[src/rtl/uart_brk_pkg.sv]
package uart_brk_pkg;

    localparam int unsigned MIN_DATA = 5;
    localparam int unsigned MAX_DATA = 9;
    // Largest frame length in half-bit units: start, 9 data, parity, 1.5 stop
    localparam int unsigned MAX_HALF = 2 * (1 + MAX_DATA + 1) + 3;

    typedef enum logic [1:0] {
        STOP_NONE     = 2'd0,
        STOP_HALF     = 2'd1,
        STOP_ONE      = 2'd2,
        STOP_ONE_HALF = 2'd3
    } stop_sel_e;

    typedef struct packed {
        logic [3:0] data_bits;
        logic       parity_en;
        stop_sel_e  stop;
    } frame_cfg_t;

    typedef struct packed {
        logic level;   // effective line level
        logic fall;    // high-to-low seen this cycle
        logic rise;    // low-to-high seen this cycle
    } line_ev_t;

    // Frame length in half-bit units, with the data count clamped to 5..9
    function automatic int unsigned frame_halves(frame_cfg_t c);
        int unsigned d;
        if (32'(c.data_bits) < MIN_DATA)      d = MIN_DATA;
        else if (32'(c.data_bits) > MAX_DATA) d = MAX_DATA;
        else                                  d = 32'(c.data_bits);
        return 2 * (1 + d + (c.parity_en ? 1 : 0)) + 32'(c.stop);
    endfunction

endpackage

[src/rtl/uart_brk_thresh.sv]
module uart_brk_thresh
    import uart_brk_pkg::*;
#(
    parameter int unsigned OVS_TICKS = 16,
    parameter int unsigned CNT_W     = 8
) (
    input  frame_cfg_t       cfg,
    output logic [CNT_W-1:0] thr
);
    int unsigned halves;

    always_comb halves = frame_halves(cfg);

    generate
        if (OVS_TICKS % 2 == 0) begin : g_even
            // Whole half-bit tick counts: no rounding needed
            localparam int unsigned HALF_TICKS = OVS_TICKS / 2;
            always_comb thr = CNT_W'(halves * HALF_TICKS);
        end else begin : g_odd
            // Odd oversampling: round the half-bit product up
            always_comb thr = CNT_W'((halves * OVS_TICKS + 1) / 2);
        end
    endgenerate

endmodule

[src/rtl/uart_brk_edge.sv]
module uart_brk_edge
    import uart_brk_pkg::*;
(
    input  logic     clk,
    input  logic     rst,
    input  logic     line_i,
    input  logic     inv_i,
    output line_ev_t ev
);
    logic eff;
    logic prev_q;
    logic seen_q;   // one sample taken since reset, edges valid

    always_comb eff = line_i ^ inv_i;

    always_ff @(posedge clk) begin
        if (rst) begin
            prev_q <= 1'b1;
            seen_q <= 1'b0;
        end else begin
            prev_q <= eff;
            seen_q <= 1'b1;
        end
    end

    always_comb begin
        ev.level = eff;
        ev.fall  = seen_q &  prev_q & ~eff;
        ev.rise  = seen_q & ~prev_q &  eff;
    end

endmodule

[src/rtl/uart_brk_timer.sv]
module uart_brk_timer
    import uart_brk_pkg::*;
#(
    parameter int unsigned CNT_W = 8
) (
    input  logic             clk,
    input  logic             rst,
    input  line_ev_t         ev,
    input  logic             tick_i,
    input  logic [CNT_W-1:0] thr_i,
    output logic             brk_o,
    output logic [CNT_W-1:0] cnt_o,
    output logic [CNT_W-1:0] thr_o,
    output logic             armed_o
);
    logic [CNT_W-1:0] cnt_q;
    logic [CNT_W-1:0] thr_q;
    logic             armed_q;
    logic             brk_q;
    logic             can_count;

    always_comb can_count = armed_q & ~ev.level & tick_i & (cnt_q < thr_q);

    always_ff @(posedge clk) begin
        if (rst) begin
            cnt_q   <= '0;
            thr_q   <= '0;
            armed_q <= 1'b0;
            brk_q   <= 1'b0;
        end else begin
            brk_q <= 1'b0;
            if (ev.fall) begin
                cnt_q   <= '0;
                thr_q   <= thr_i;
                armed_q <= 1'b1;
            end else if (ev.rise) begin
                brk_q   <= armed_q & (cnt_q >= thr_q);
                cnt_q   <= '0;
                armed_q <= 1'b0;
            end else if (can_count) begin
                cnt_q <= cnt_q + 1'b1;
            end
        end
    end

    assign brk_o   = brk_q;
    assign cnt_o   = cnt_q;
    assign thr_o   = thr_q;
    assign armed_o = armed_q;

endmodule

[src/rtl/uart_brk_detect.sv]
module uart_brk_detect
    import uart_brk_pkg::*;
#(
    parameter int unsigned OVS_TICKS = 16
) (
    input  logic       clk,
    input  logic       rst,
    input  logic       line_i,
    input  logic       inv_i,
    input  logic       tick_i,
    input  logic [3:0] data_bits_i,
    input  logic       parity_en_i,
    input  logic [1:0] stop_sel_i,
    output logic       break_o,
    output logic       rx_idle_o
);
    localparam int unsigned MAX_THR = (MAX_HALF * OVS_TICKS + 1) / 2;
    localparam int unsigned CNT_W   = $clog2(MAX_THR + 1);

    frame_cfg_t       cfg;
    line_ev_t         ev;
    logic [CNT_W-1:0] thr_w;
    logic [CNT_W-1:0] cnt_w;
    logic [CNT_W-1:0] thr_lat_w;
    logic             armed_w;
    logic             brk_w;

    always_comb begin
        cfg.data_bits = data_bits_i;
        cfg.parity_en = parity_en_i;
        cfg.stop      = stop_sel_e'(stop_sel_i);
    end

    uart_brk_thresh #(.OVS_TICKS(OVS_TICKS), .CNT_W(CNT_W)) u_thresh (
        .cfg (cfg),
        .thr (thr_w)
    );

    uart_brk_edge u_edge (
        .clk    (clk),
        .rst    (rst),
        .line_i (line_i),
        .inv_i  (inv_i),
        .ev     (ev)
    );

    uart_brk_timer #(.CNT_W(CNT_W)) u_timer (
        .clk     (clk),
        .rst     (rst),
        .ev      (ev),
        .tick_i  (tick_i),
        .thr_i   (thr_w),
        .brk_o   (brk_w),
        .cnt_o   (cnt_w),
        .thr_o   (thr_lat_w),
        .armed_o (armed_w)
    );

    assign break_o   = brk_w;
    assign rx_idle_o = brk_w;

endmodule

[config.mk]
export PLATFORM = sky130hd
export DESIGN_NAME = uart_brk_detect
export DESIGN_NICKNAME = d
export VERILOG_FILES = /design/src/rtl/uart_brk_pkg.sv /design/src/rtl/uart_brk_thresh.sv /design/src/rtl/uart_brk_edge.sv /design/src/rtl/uart_brk_timer.sv /design/src/rtl/uart_brk_detect.sv
export SDC_FILE = /design/constraint.sdc
export NUM_CORES = 1
export LEC_CHECK = 0
export BUFFER_PORTS_ARGS = -buffer_cell sky130_fd_sc_hd__clkbuf_2
export CAP_MARGIN = 20
export CORE_UTILIZATION = 30
export DETAILED_ROUTE_END_ITERATION = 12
export PLACE_DENSITY = 0.45
export SKIP_CTS_REPAIR_TIMING = 1
export SYNTH_ARGS = -nofsm -noshare
export SYNTH_HDL_FRONTEND = slang
export SYNTH_SLANG_ARGS = --single-unit
[constraint.sdc]
create_clock -name clk -period 5.3 [get_ports clk]
set_clock_uncertainty 0.1 [all_clocks]
set_input_delay 0.53 -clock clk [delete_from_list [all_inputs] [get_ports clk]]
set_output_delay 0.53 -clock clk [all_outputs]
set_load 0.1 [all_outputs]
Word level (Yosys, flattened, before mapping). Index checks and enable logic that the tools add are counted.

Flip-flop bits (word level): 17. Output and inout port bits: 2. Bits of input ports: 12. Logic and storage cells: 35.

Magnitude comparators: 4. Bitwise logic cells: 12. $add $sub $neg: 4. Reduce and logical (&&, ||, !) cells: 3. Muxes and demuxes: 6.

Operator list (number): $add 8x1->8 const B (1); $and 1x1->1 (8); $ge 8x8->1 (1); $lt 8x8->1 (1); $mux 4 (2); $reduce_or 3->1 (2); $add 5x2->5 (1); $add 1x4->4 const A (1); $add 4x4->4 (1); $gt 4x4->1 const B (1); $lt 4x3->1 const B (1); $mux 1 (4); $not 1->1 (3); $reduce_bool 2->1 (1); $xor 1x1->1 (1).

Longest topological paths before layout. Gate-level depths: netlist of the first run.

Depth in word-level cells: 6. Mapped depth: 11. Depth with buffers taken out: 11.

By module. A second synthesis of the first run with hierarchy kept.

Cell total of the unflattened synthesis: 144. Area, all modules: 1253.7 um^2.

Modules (own cells, without submodules): uart_brk_timer (area each 957.2 um^2, cells an instance 109, seq. area each 360.3 um^2, times used 1); uart_brk_thresh (area each 195.2 um^2, cells an instance 25, seq. area each 0.0 um^2, times used 1); uart_brk_edge (area each 93.8 um^2, cells an instance 9, seq. area each 40.0 um^2, times used 1); uart_brk_detect (area each 7.5 um^2, cells an instance 1, seq. area each 0.0 um^2, times used 1).

Least setup slack after synthesis of the first run. No wires, ideal clock.

Path type: input -> register. From: input data_bits_i[3]. To: register u_timer.thr_q[6], in the netlist u_timer.thr_o[6]. Buffers on the path: 0. Path slack: 3.054 ns. Setup time: 0.086 ns. Required time: 5.114 ns. Stages on the path: 11. Data arrival time: 2.060 ns. Cell sequence: and3b_1 nor2_1 nor2_1 ha_1 inv_1 ha_1 ha_1 xor2_1 xnor2_1 nor2_1 a211oi_1.

Longest elaborated chain between the ends: 6. Elaborated cells on any way between the ends: 7. Those cells by class: add/sub (3); order compare (2); mux (2).

Ends and longest elaborated chain: start, declared (line uart_brk_detect.sv:11) `input logic [3:0] data_bits_i,`; $gt 4x4->1 (line uart_brk_pkg.sv:31) `else if (32'(c.data_bits) > MAX_DATA) d = MAX_DATA;`; $mux 4 (line uart_brk_pkg.sv:31); $mux 4 * (line uart_brk_pkg.sv:30) `if (32'(c.data_bits) < MIN_DATA) d = MIN_DATA;`; $add 1x4->4 * (line uart_brk_pkg.sv:33) `return 2 * (1 + d + (c.parity_en ? 1 : 0)) + 32'(c.stop);`; $add 4x4->4 * (line uart_brk_pkg.sv:33); $add 5x2->5 * (line uart_brk_pkg.sv:33); end signal, assigned (line uart_brk_timer.sv:34) `thr_q <= thr_i;`; end, declared (line uart_brk_timer.sv:17) `logic [CNT_W-1:0] thr_q;`.

Every way passes the cells marked *; elsewhere a longest branch is shown, timed or not. A chain may end at the register's enable or synchronous reset.

Final worst setup path of the first run. Ends and elaborated chain as after synthesis.

==> results of run 1 <==
-- cells in the final DEF (no fill, tap or decap), types with 2 or more instances in the layout --
cell type and count:
ha_1 11, a21oi_1 6, clkbuf_4 3, inv_1 14
nor4_4 3, xnor2_1 7, dfxtp_1 17, nor2_1 14
nor2_2 4, nand2_1 10, a211oi_1 2, clkbuf_2 13
mux2i_1 3, nor3_1 4, nand3_1 2
-- layout make-up --
cell class	count	area [sq um]
Inverter	14	52.6
Timing Repair Buffer	13	65.1
Multi-Input combinational cell	85	678
Sequential cell	17	340
Clock buffer	3	22.5
Clock inverter	1	5.00
Fill cell	350	2170
Tap cell	46	57.6
-- registers in the layout (all words and copies together), names as in the netlist --
name	flops
u_timer.cnt_o	8
u_timer.thr_o	5
u_edge.prev_q	1
u_edge.seen_q	1
u_timer.armed_o	1
u_timer.brk_o	1
-- cell usage after synthesis (2+ instances only) --
| library cell | instances |
|---|---|
| nand3_1 | 2 |
| nor2_1 | 14 |
| nand2_1 | 10 |
| nor3_1 | 4 |
| inv_1 | 14 |
| a21oi_1 | 6 |
| dfxtp_1 | 17 |
| a211oi_1 | 2 |
| ha_1 | 11 |
| nor4_4 | 3 |
| mux2i_1 | 3 |
| xnor2_1 | 7 |
| nor2_2 | 4 |
-- path summary, 6_finish.rpt --
check	startpoint	to	slack, ps	cells after the start
hold / removal	stop_sel_i[0]	u_timer.thr_o[3]	360	3
setup reg to reg	u_timer.thr_o[7]	u_timer.cnt_o[7]	3400	7
setup / recovery	data_bits_i[3]	u_timer.thr_o[6]	3090	12
hold reg to reg	u_timer.thr_o[7]	u_timer.thr_o[7]	370	2
-- metrics by stage --
stage | area, sq um | total power, W
after global routing | 1220 | 0.000272
after detailed placement | 1190 | 0.000187
after global placement | 1190 | 0.000186
final | 1220 | 0.000254
after floorplan | 1080 | 0.000174
after CTS | 1220 | 0.000260
-- routing by layer --
metal	GRT usage	vias up
met2	0.176	13
met5	0	-
li1	-	430
met4	0.0190	0
met3	0.0497	2
met1	0.146	360
-- cell families after synthesis --
group,count (synthesis),synth area share
fa+ha+maj,11,0.127
simple gates,47,0.275
flops,17,0.314
mux,3,0.0277
buf+inv,16,0.0590
compound gates,15,0.106
xor+xnor,9,0.0902
-- worst register-to-register path: stages, from the launching register on --
cell and delay (ps):
dfxtp_1 350, inv_1 50, ha_1 300, nand4_1 170, o2111ai_4 430, nor2_2 120
a211oi_1 230, a31o_1 120
-- power by group --
group / internal, W / switching, W
Combinational: 0.0000204 / 0.0000259
Sequential: 0.000133 / 0.00000392
Clock: 0.0000281 / 0.0000429
Total: 0.000181 / 0.0000728
==> results by stage, run 1 <==
Power and ir drop:
- In this run the power density over the cells is between 200 and 250 nW/um^2.
- The worst-case IR drop observed on VDD is 0.106 mV.
- The analysis attributes to cell leakage a power of 0.480 nW.

Floorplan:
- After floorplanning, the core was divided into 21 placement rows.
- From left edge to right edge, the die measures slightly above 60 um.
- The number of top-level pins is 14.
- The effective utilization at floorplan is 0.319.
- The area of the die is between 3000 and 4000 sq um.
- From bottom edge to top edge, the die measures 62.1 um.
- The core region is ~3400 sq um.

Cells and area:
- The number of nets in the finished design is between 150 and 200.
- The final core utilization is 0.360.
- The proportion of layout cells with a drive suffix above 1 is 0.226.
- The finished layout holds about 180 standard cells, fillers aside.
- The layout overhead on the synthesized area is 12.8%.
- The number of antenna repair diodes is 0.

Placement:
- During placement, the flow inserted port buffers numbering 13.
- The worst slack at placement is ~2800 ps.
- At the end of routability-driven placement, the weighted congestion stood at 0.696.
- The HPWL reported at the end of detailed placement is roughly 1.5 mm.
- The placed instance count is approximately 180.

STA:
- The worst path meets setup with between 3000 and 4000 ps of slack.
- The final hold violation count is 0.
- Setup violations remaining at the end of the flow were counted as 0.
- Across all hold checks on the routed design, the worst slack comes to 363 ps.
- The final clock period utilization by the worst path is 0.417.
- The final-layout setup total negative slack is 0 ps.
- The highest achievable clock rate is approximately 450 MHz.
- Setup repair after global routing left no endpoint under its margin.
- At the pin with the least slew margin, the transition time is around 550 ps.
- Headroom to the max-slew limit came out at 0.634.
- The count of final max-slew check failures is 0.
- The final critical path time including I/O delays and setup is approximately 2200 ps.

Setup path:
- The slowest stage of the critical path is the ha_1 cell.
- The critical path is of the primary input to flip-flop type.
- The critical path goes through clkbuf_2 > and3b_1 > nor2_1 > nor2_1 > ha_1 > inv_1 > ha_1 > ha_1 > xor2_1 > xnor2_1 > nor2_1 > a211oi_1.
- The buffers plus inverters on the worst setup path is 2.
- STA classifies the critical path startpoint as a primary input.
- STA puts the critical path data required time at around 5400 ps.
- The arrival time reported for the critical path endpoint is 2330 ps.
- Of all nets on the critical path, the largest fanout is 6.
- The cell family with the largest share of critical-path delay is adder cells.
- The type of element capturing the critical path is a flip-flop.
- The largest single stage delay on the critical path is between 200 and 300 ps.

Yosys:
- Of the post-synthesis cell area, the dominant cell type holds 0.314.
- The most used flip-flop cell after synthesis is dfxtp_1.
- The number of warning messages in the yosys log is 0.
- A synthesized cell averages around 9.2 sq um.
- The proportion of register bits with asynchronous set or reset after synthesis is 0.
- The synthesized design spends more area on one cell type than any other, namely dfxtp_1.
- The number of instances in the synthesized netlist is 118.
- The synthesized netlist contains 34 unique library cells.
- Synthesis inferred 17 register bits.
- The mapped netlist covers ~1100 sq um.
- The number of synthesized flops with an enable pin is 0.
- After synthesis, the cell types taking the most area are dfxtp_1 (31%), ha_1 (13%), nor4_4 (5.9%).
- The total nets after synthesis is between 100 and 150.
- Of the synthesized area, sequential elements account for 0.314.

Clock network:
- No sink is reached through more buffers than the 2 on the longest clock path.
- The clock slew seen by the registers of the worst setup and hold paths is approximately 110 ps.
- At the later pin of the worst-skew pair, clock insertion delay measures around 290 ps.
- The number of clock sinks is 17.
- CTS built an H-tree with a depth of 1.
- The clock tree from TritonCTS is built.
- Clock tree synthesis selected as its root buffer the cell clkbuf_4.
- The total clock buffers created by CTS is 3.

Worst hold path:
- The class of the tightest hold or removal check is primary input to flip-flop.

Route:
- After detailed routing, the wire length on met1 is just under 900 um.
- In the routed layout, each cell is associated on average with a via count of approximately 4.5.
- The number of iterations in the first detailed-routing pass is 3.
- The highest metal layer carrying signal wires in the routed design is met4.
- Summed over all layers, the routed wires come to ~1.8 mm.
- The via count is slightly above 800.
- After the first detailed-routing iteration, the DRC count stood at 31.
- The count of unresolved DRC violations after routing is 0.
- Detailed routing placed a total of 828 um of wire on met2.
- The number of nets with antenna violations after routing is 0.
- The length of routed met3 wiring is between 90 and 100 um.
- After detailed routing, the average wire length per cell comes to between 10 and 15 um.

Flow run:
- Max-cap violations in this run came to 0.

GRT:
- Across every metal layer, demand over resource in global routing totals 0.113.
- The via count of the first global-routing pass was between 700 and 800.
- The first-pass GRT wire length is approximately 3.1 mm.
- Entering global routing, the biggest net connects 11 pins.
- The total overflow reported by the global router is 0.
- The number of antenna violations at the first check in global routing came to 0.

Run status:
- The flow ran to the end, and the final reports show no timing, DRC or antenna violations.
Note: power is estimated with default switching activity, not from simulation.
==> run 2: changes to the inputs <==
--- a/config.mk
+++ b/config.mk
@@ -9,7 +9,7 @@
 export CAP_MARGIN = 20
 export CORE_UTILIZATION = 30
 export DETAILED_ROUTE_END_ITERATION = 12
-export PLACE_DENSITY = 0.45
+export PLACE_DENSITY = 0.47
 export SKIP_CTS_REPAIR_TIMING = 1
 export SYNTH_ARGS = -nofsm -noshare
 export SYNTH_HDL_FRONTEND = slang
==> constraint.sdc (replaced) <==
create_clock -name clk -period 1.89 [get_ports clk]
set_clock_uncertainty 0.1 [all_clocks]
set_input_delay 0.189 -clock clk [delete_from_list [all_inputs] [get_ports clk]]
set_output_delay 0.189 -clock clk [all_outputs]
set_load 0.1 [all_outputs]
==> run 2 against run 1 <==
  * Flip-flop and latch count stayed put
  * Total power grew to 2.9 times the previous value
  * Combinational power grew to 3.5 times the previous value
  * Critical path depth is 5 lower
  * Sequential power grew to 2.8 times the previous value
  * Global-route usage is 0.78 points higher
  * Die area stayed put
  * Critical path type is now flip-flop to flip-flop
  * Largest cell class unchanged
==> results by stage, run 2 (synthesized netlist as in run 1, its figures left out) <==
GRT:
- The first-pass GRT wire length came to 3.28 mm (+5.1%).
- The overall fraction of global-route tracks in use came to 0.121 (+0.00781).
- The pin count of the biggest net entering global routing is 10 (-1).
- The number of antenna violations at the first check in global routing is 0 (unchanged).
- The via count of the first global-routing pass came to 772 (+5.8%).
- The total overflow reported by the global router is 0 (unchanged).

Setup path:
- The maximum fanout along the worst path is 7 (+1).
- The register-to-register setup slack is 10 ps (-3390 ps).
- The critical path class is flip-flop to flip-flop.
- The worst register-to-register path ends at u_timer.cnt_o[6].
- The logic depth of the worst register-to-register path is 7 (unchanged).
- In this run the critical register-to-register path is launched from u_timer.cnt_o[6].
- The startpoint kind of the worst setup timing path is a flip-flop.
- The worst setup path is captured at a flip-flop.
- The arrival time reported for the critical path endpoint is 1970 ps (-360 ps).
- The required time at the worst-slack endpoint was 1980 ps (-3440 ps).

Route:
- The number of iterations in the first detailed-routing pass is 2 (-1).
- The ratio of routed vias to standard cells is 4.60 (+2.4%).
- The per-cell routed wire length is 11.1 um (+9.9%).
- The count of unresolved DRC violations after routing is 0 (unchanged).
- The violation count after the first detailed-route iteration came to 1 (-97%).
- The number of nets with antenna violations after routing was 0 (unchanged).
- The sum of routed wire length over all layers is 2.14 mm (+18%).
- The via count is 884 (+9.8%).

Cells and area:
- The number of flip-flops in the largest register is 8 (unchanged).
- The area growth from synthesis to layout is 29.6%.
- The number of nets in the finished design came to 170 (+8.3%).
- In the layout the commonest cells are nor2_1 (14), clkbuf_2 (13), inv_1 (11), buf_4 (11), dfxtp_1 (11).
- The proportion of layout cells with a drive suffix above 1 is 0.397 (+0.172).
- The final cell count without fillers is 192 (+7.3%).
- The number of antenna repair diodes is 0 (unchanged).
- The final core utilization came to 0.414 (+0.0535).
- The filler cell count in the final layout is 342 (-2.3%).
- Leaving out fill and tap cells, the most frequent cell in the layout is nor2_1.

Worst hold path:
- The worst hold path terminates at u_timer.thr_o[3].
- The worst hold path cell count came to 3 (unchanged).
- The startpoint identified for the worst hold timing path is stop_sel_i[0].
- The class of the tightest hold or removal check is primary input to flip-flop.

STA:
- The final critical path time including I/O delays and setup is 1880 ps.
- In the finished design, the share of the clock period the worst path needs comes to 0.993.
- Setup repair after global routing could not meet its margin everywhere.
- The highest achievable clock rate is roughly 530 MHz.
- The slack of the critical path is 13.1 ps (-3080 ps).
- The headroom to the max-slew limit is 0.640 (+0.00650).
- The total of endpoints with negative setup slack in the final report is 0 (unchanged).
- The count of final max-slew check failures is 0 (unchanged).
- The final hold violation count came to 0 (unchanged).
- The slew at the pin closest to its max-slew limit was 542 ps (-7.37 ps).

Placement:
- The count of buffers inserted at the top-level ports came to 13 (unchanged).
- The weighted congestion at the end of routability-driven global placement was 0.695 (about the same).
- The placed instance count is 183 (+4.6%).
- The worst slack at placement was -233 ps (-3010 ps).
- The HPWL reported at the end of detailed placement was 1.60 mm (+8.1%).

Floorplan:
- The horizontal die dimension is 62.1 um (unchanged).
- The core area is 3390 sq um (unchanged).
- The overall die height is 62.1 um (unchanged).
- The area of the die is 3850 sq um (unchanged).
- The number of top-level pins was 14 (unchanged).
- The effective utilization at floorplan is 0.319 (unchanged).
- The row count is 21 (unchanged).

Clock network:
- The latest clock arrival within the worst-skew pair is 290 ps (about the same).
- The clock slew seen by the registers of the worst setup and hold paths is 100 ps (about the same).
- The number of levels the H-tree was split into came to 1 (unchanged).
- The number of clock sinks is 17 (unchanged).
- The maximum number of buffers from clock root to sink was 2 (unchanged).
- The total clock buffers created by CTS came to 3 (unchanged).
- The clock tree from TritonCTS is built.
- Clock tree synthesis selected as its root buffer the cell clkbuf_4.

Power and ir drop:
- The power per unit of standard cell area came to 529 nW/um^2 (+150%).
- The standby leakage power was 0.551 nW (+15%).
- The maximum vdd ir drop is 0.322 mV (+200%).

Flow run:
- The number of maximum-capacitance violations is 0 (unchanged).

Run status:
- The flow ran to the end, and the final reports show no timing, DRC or antenna violations.
==> run 2: changes by cell type in the layout (fill, tap and decap cells not counted), sizes merged <==
cell	delta
buf	+13
clkbuf	+1
clkinv	-1
==> run 2: worst max-delay path by stage <==
stage                startpoint                to  slack (ps)  cells after the start
2_1_floorplan    data_bits_i[3]  u_timer.thr_o[6]         -20                     11
3_3_place_gp     data_bits_i[3]  u_timer.thr_o[6]        -140                     12
3_5_place_dp     data_bits_i[3]  u_timer.thr_o[6]        -230                     12
4_1_cts        u_timer.thr_o[7]  u_timer.cnt_o[7]        -100                      7
5_1_grt        u_timer.thr_o[7]  u_timer.cnt_o[6]         -80                      8
6_report       u_timer.cnt_o[6]  u_timer.cnt_o[6]          10                      7
==> run 2: metrics by stage <==
stage | hold WS, ps | instance area (sq um) | TNS (ps) | power, W
2_1_floorplan | 233 | 1080 | -15.6 | 0.000489
3_3_place_gp | 338 | 1250 | -223 | 0.000532
3_5_place_dp | 344 | 1250 | -486 | 0.000535
4_1_cts | 30.6 | 1280 | -104 | 0.000735
5_1_grt | 11.7 | 1400 | -192 | 0.000792
6_report | 35.1 | 1400 | 0 | 0.000742
==> run 2: layout make-up <==
class / count / area (sq um) / share of cell area
Timing Repair Buffer: 26 / 170 / 0.121
Clock buffer: 4 / 26.3 / 0.0187
Multi-Input combinational cell: 85 / 748 / 0.533
Tap cell: 46 / 57.6 / 0.0410
Inverter: 14 / 52.6 / 0.0375
Sequential cell: 17 / 348 / 0.248
==> run 2: per-layer routing <==
layer	part of all wire	wire, um	up-vias	track usage
met3	0.021	45	5	0.0248
met5	0	0	-	0
met2	0.49	1040	10	0.198
met1	0.47	1010	414	0.147
li1	-	-	455	-
met4	0.021	44	0	0.0667
==> run 2: power breakdown <==
group | switching (W) | total, W | internal, W | leakage, nW
sequential | 0.0000120 | 0.000386 | 0.000374 | 0.141
combinational | 0.0000855 | 0.000161 | 0.0000754 | 0.395
clock | 0.000113 | 0.000195 | 0.0000821 | 0.0150
total | 0.000211 | 0.000742 | 0.000531 | 0.551
==> run 2: critical path: stages, from the launching register on <==
cell,delay [ps]
dfxtp_1,370
ha_4,280
nand4_1,190
o2111ai_4,390
buf_6,160
nor4_4,30
xnor2_1,210
nor2_2,40
